`src/rtl/dac_update_seq.sv`:
```
module dac_update_seq #(
  parameter int DW   = 16,
  parameter int NCTR = 4,
  localparam int CW  = $clog2(NCTR)
) (
  input  logic          clk,
  input  logic          rst_n,
  input  logic [1:0]    upd_mode,
  input  logic          dual_mode,
  input  logic [1:0]    ch_en,
  input  logic          trig_sel,
  input  logic [CW-1:0] ctr_pick,
  input  logic          ext_trig_n,
  input  logic [NCTR-1:0] ctr_n,
  input  logic          wr_en,
  input  logic          wr_ch,
  input  logic [DW-1:0] wr_data,
  input  logic          upd_strobe,
  input  logic [DW-1:0] fifo_data,
  input  logic          fifo_empty,
  output logic          fifo_rd,
  output logic [DW-1:0] dac0,
  output logic [DW-1:0] dac1,
  output logic          underrun
);
  localparam logic [1:0] M_IMM = 2'b00, M_STB = 2'b01, M_TMR = 2'b10, M_WAVE = 2'b11;

  logic [2:0]    sync;
  logic [4:0]    cfg_q;
  logic          ptr, sec;
  logic [DW-1:0] hold0, hold1;

  wire trig_n   = trig_sel ? ctr_n[ctr_pick] : ext_trig_n;
  wire fall     = sync[2] & ~sync[1];
  wire [4:0] cfg = {upd_mode, dual_mode, ch_en};
  wire chg      = cfg != cfg_q;
  wire wave     = (upd_mode == M_WAVE) && !chg;
  wire both     = ch_en == 2'b11;
  wire slot_due = wave && (sec || (fall && |ch_en));
  wire slot_ch  = sec ? 1'b1 : both ? (dual_mode ? 1'b0 : ptr) : ch_en[1];
  wire load_all = (upd_mode == M_STB && upd_strobe) || (upd_mode == M_TMR && fall);
  wire imm      = (upd_mode == M_IMM) && wr_en;

  assign fifo_rd = slot_due && !fifo_empty;

  always_ff @(posedge clk or negedge rst_n) begin
    if (!rst_n) begin
      sync     <= '1;
      cfg_q    <= '0;
      ptr      <= 1'b0;
      sec      <= 1'b0;
      underrun <= 1'b0;
      hold0    <= '0;
      hold1    <= '0;
      dac0     <= '0;
      dac1     <= '0;
    end else begin
      sync  <= {sync[1:0], trig_n};
      cfg_q <= cfg;
      if (chg) ptr <= 1'b0;
      else if (fifo_rd && !sec && both && !dual_mode) ptr <= ~ptr;
      sec      <= wave && !sec && fall && dual_mode && both && !fifo_empty;
      underrun <= underrun | (slot_due & fifo_empty);
      if (wr_en && !wr_ch) hold0 <= wr_data;
      if (wr_en &&  wr_ch) hold1 <= wr_data;
      if (load_all)                      dac0 <= hold0;
      else if (imm && !wr_ch)            dac0 <= wr_data;
      else if (fifo_rd && !slot_ch)      dac0 <= fifo_data;
      if (load_all)                      dac1 <= hold1;
      else if (imm && wr_ch)             dac1 <= wr_data;
      else if (fifo_rd && slot_ch)       dac1 <= fifo_data;
    end
  end

  a_r9_rd_has_data: assert property (@(posedge clk) disable iff (!rst_n)
    fifo_rd |-> !fifo_empty);
  a_r9_rd_wave_only: assert property (@(posedge clk) disable iff (!rst_n)
    fifo_rd |-> upd_mode == M_WAVE);
  a_r10_underrun_sticky: assert property (@(posedge clk) disable iff (!rst_n)
    underrun |=> underrun);
  a_r6_single_spacing: assert property (@(posedge clk) disable iff (!rst_n)
    (fifo_rd && !dual_mode) |=> !fifo_rd);
  a_r7_dual_second: assert property (@(posedge clk) disable iff (!rst_n)
    (fall && wave && dual_mode && both && fifo_rd) |=> (fifo_rd || fifo_empty || chg));
  a_r3_strobe_hold: assert property (@(posedge clk) disable iff (!rst_n)
    (upd_mode == M_STB && !upd_strobe) |=> ($stable(dac0) && $stable(dac1)));
endmodule

```
`config.mk`:
```
export PLATFORM = sky130hd
export DESIGN_NAME = dac_update_seq
export DESIGN_NICKNAME = d
export VERILOG_FILES = /design/src/rtl/dac_update_seq.sv
export SDC_FILE = /design/constraint.sdc
export NUM_CORES = 1
export LEC_CHECK = 0
export CORE_ASPECT_RATIO = 0.9
export CORE_MARGIN = 2
export CORE_UTILIZATION = 35
export DETAILED_ROUTE_END_ITERATION = 6
export PLACE_DENSITY = 0.64
export SLEW_MARGIN = 20
export SYNTH_ARGS = -nofsm -noshare
export SYNTH_HDL_FRONTEND = slang
export SYNTH_SLANG_ARGS = --single-unit
```
`constraint.sdc`:
```
create_clock -name clk -period 3.5 [get_ports clk]
set_input_delay 0.35 -clock clk [delete_from_list [all_inputs] [get_ports clk]]
set_output_delay 0.35 -clock clk [all_outputs]
set_load 0.02 [all_outputs]
```
==> out/metrics.cfg <==
[status]
status=completed

[cts]
cts_sinks=75
cts_hold_buf=0
cts_tree=done
clk_latency_ns=0.34
cts-resized-gates=0
root_buffer=clkbuf_16
clockBufferDepth=2
postCtsSetupBuffers=0
cts_buffers=9
clk_pin_slew_ns=0.06
h-tree-depth=3

[cells_and_area]
drive_above_1_share=0.181
diodes=0
finalNonFillerCells=614
final_util=0.471
nets=504
design_area_sq_mm=0.00540
syn_to_final_growth_pct=31.1

[global_route]
grt_pass1_wl_mm=21.1
grt_remaining_overflow=0
grt_max_degree=76
antenna_found_initial=0
grt_usage=0.212
grt_pass1_vias=3708

[worst_setup_path]
arrival_ns=2.36
crit_required_ns=3.15
reg2reg_depth=6
critPathMaxFanout=8
worstSetupPathType=input pin to output pin
r2r_slack_ns=1.17
critPathCaptureType=output pin
start_kind=input pin

[sta]
max-slew-margin-rel=0.352
worst_pin_slew_ns=0.972
setup_viol=0
fin_ws_ns=0.788
clock_skew_ns=0.00553
fmax_mhz=369
fin_crit_ns=2.71
period_share=0.775
hold_viol=0
slew_violations=0
rsz0062_at_grt=no
timing.hold.ws_ns=0.243
tns_ns=0

[logic_synthesis]
yosysTopAreaCellShare=0.437
synthesis.nets=432
netlist_area_sq_mm=0.00412
synth-seq-area-share=0.456
synthXorXnorAreaFrac=0.0106
synthArstFlopShare=1.00
ys.flop_type=dfrtp_1
synth_top_family_by_area=compound AO/OA/AOI/OAI gates
muxShareOfSynthArea=0.0956
synth_edf_count=0
synth-simple-area-share=0.111
synth_area_leaders=dfrtp_1 (44%), mux2_2 (9.0%), o311ai_0 (4.3%)
ys_types=39
yosysWarnings=0
synth_area_per_cell_sq_um=10.8
synth_compound_area_frac=0.264
synthAdderAreaFrac=0
syn-instance-count=381
yosysTopAreaCell=dfrtp_1
synth-seq-cells=75

[place]
dp_hpwl_mm=8.33
placed_cell_area_sq_mm=0.00513
placed_cells=598
dp_slack_ns=0.677
gp_congestion=0.810
port_buffers=84

[routing]
detail-route-antenna-nets=0
first_iter_violations=314
via_per_inst=6.01
wirelength_mm=13.2
dr_total_vias=3691
drc_errors=0
wl_per_cell_um=21.5
dr.pass1.iters=5

[pwr]
p_int_mw=1.93
power_frac_seq=0.404
power_density_mw_per_mm2=524
peakVddDrop_mv=0.318
p_comb_frac=0.294
p_leak_nw=2.03
p_sw_frac=0.317
power_mw=2.83
p_clk_frac=0.302
power.switching_uw=898

[flow_run]
maxCapViolCount=0

[die]
die-area_sq_mm=0.0127
rows=37
coreArea_sq_mm=0.0115
io_pins=85
die_x_um=118
die_height_um=107
start_util=0.359

[worst_hold_path]
min_path_type=input pin to async pin

[synthesized netlist by cell type, types with 2 or more instances]
master and n:
nand2_1 19, mux2_2 33, a311oi_1 16, o31ai_1 2, nand3_1 17, and2_1 16
dfstp_2 3, xnor2_1 5, buf_6 3, inv_1 17, o311a_1 16, nor2b_1 2
buf_2 10, a311o_1 16, o211ai_1 16, o21a_1 16, and3b_1 3, dfrtp_1 72
nor3_1 4, o21ai_0 16, clkbuf_1 27, a21oi_1 2, nand2b_1 2, or3_1 3
o311ai_1 12, o311ai_0 20
[cell type report]
cell class                 count  area, sq um
clock inverter                 6         42.5
inverter                      17         63.8
clock buffer                  10          229
multi-input combinational    247         2010
fill                        1058         6080
sequential                    75         1880
timing repair buffer         103          978
tap                          156          195
[worst paths after layout]
path | from | to
min reg2reg | sync[0] | sync[1]
max reg2reg | sync[2] | dac0[12]
min in group clk | sync[0] | sync[1]
max in group asynchronous | rst_n | dac0[5]
min | rst_n | dac1[3]
max | upd_mode[1] | fifo_rd
[flip-flops by register name, summed over array words and instances (netlist names), 3 cells and up]
name,cells
hold0,16
dac1,16
dac0,16
cfg_q,5
sync,3
hold1,16
[cells by family after synthesis]
group / Yosys count
XOR/XNOR: 5
AO/OA/AOI/OAI: 132
multiplexers: 34
buffers and inverters: 59
flip-flops: 75
AND/OR/NAND/NOR: 76
[placed cells by master, fill, tap and decap left out, drive strengths merged, types with 2 or more instances in the layout]
cell type / n
and3b: 3
o31ai: 2
or3: 3
a311oi: 16
o311a: 16
o21a: 16
dfrtp: 72
clkinv: 4
nor3: 5
clkbuf: 10
inv: 17
a21oi: 2
a311o: 16
dfstp: 3
clkdlybuf4s50: 83
clkinvlp: 2
nand2: 19
nand3: 17
and2: 16
o21ai: 16
o311ai: 32
xnor2: 5
o211ai: 16
nand2b: 2
buf: 20
nor2b: 2
mux2: 33
[metal layers]
metal	share of wire	GRT usage
met1	0.44	0.295
met2	0.48	0.342
met4	0.014	0.0680
met3	0.062	0.0340
met5	0	0
[worst max-delay path: stages]
cell	delay [ns]
clkdlybuf4s50_1	0.66
xnor2_1	0.18
nand4_2	0.10
nand2b_1	0.23
nor3b_1	0.21
clkdlybuf4s50_1	0.63
[power groups by stage]
stage | combinational (mW) | sequential [mW] | clock [mW]
final | 0.833 | 1.14 | 0.853
after global routing | 0.890 | 1.16 | 0.907
after CTS | 0.835 | 1.14 | 0.864
after detailed placement | 0.832 | 1.15 | 0
after global placement | 0.817 | 1.15 | 0
after floorplan | 0.360 | 1.23 | 0
Note: power is estimated with default switching activity, not from simulation.
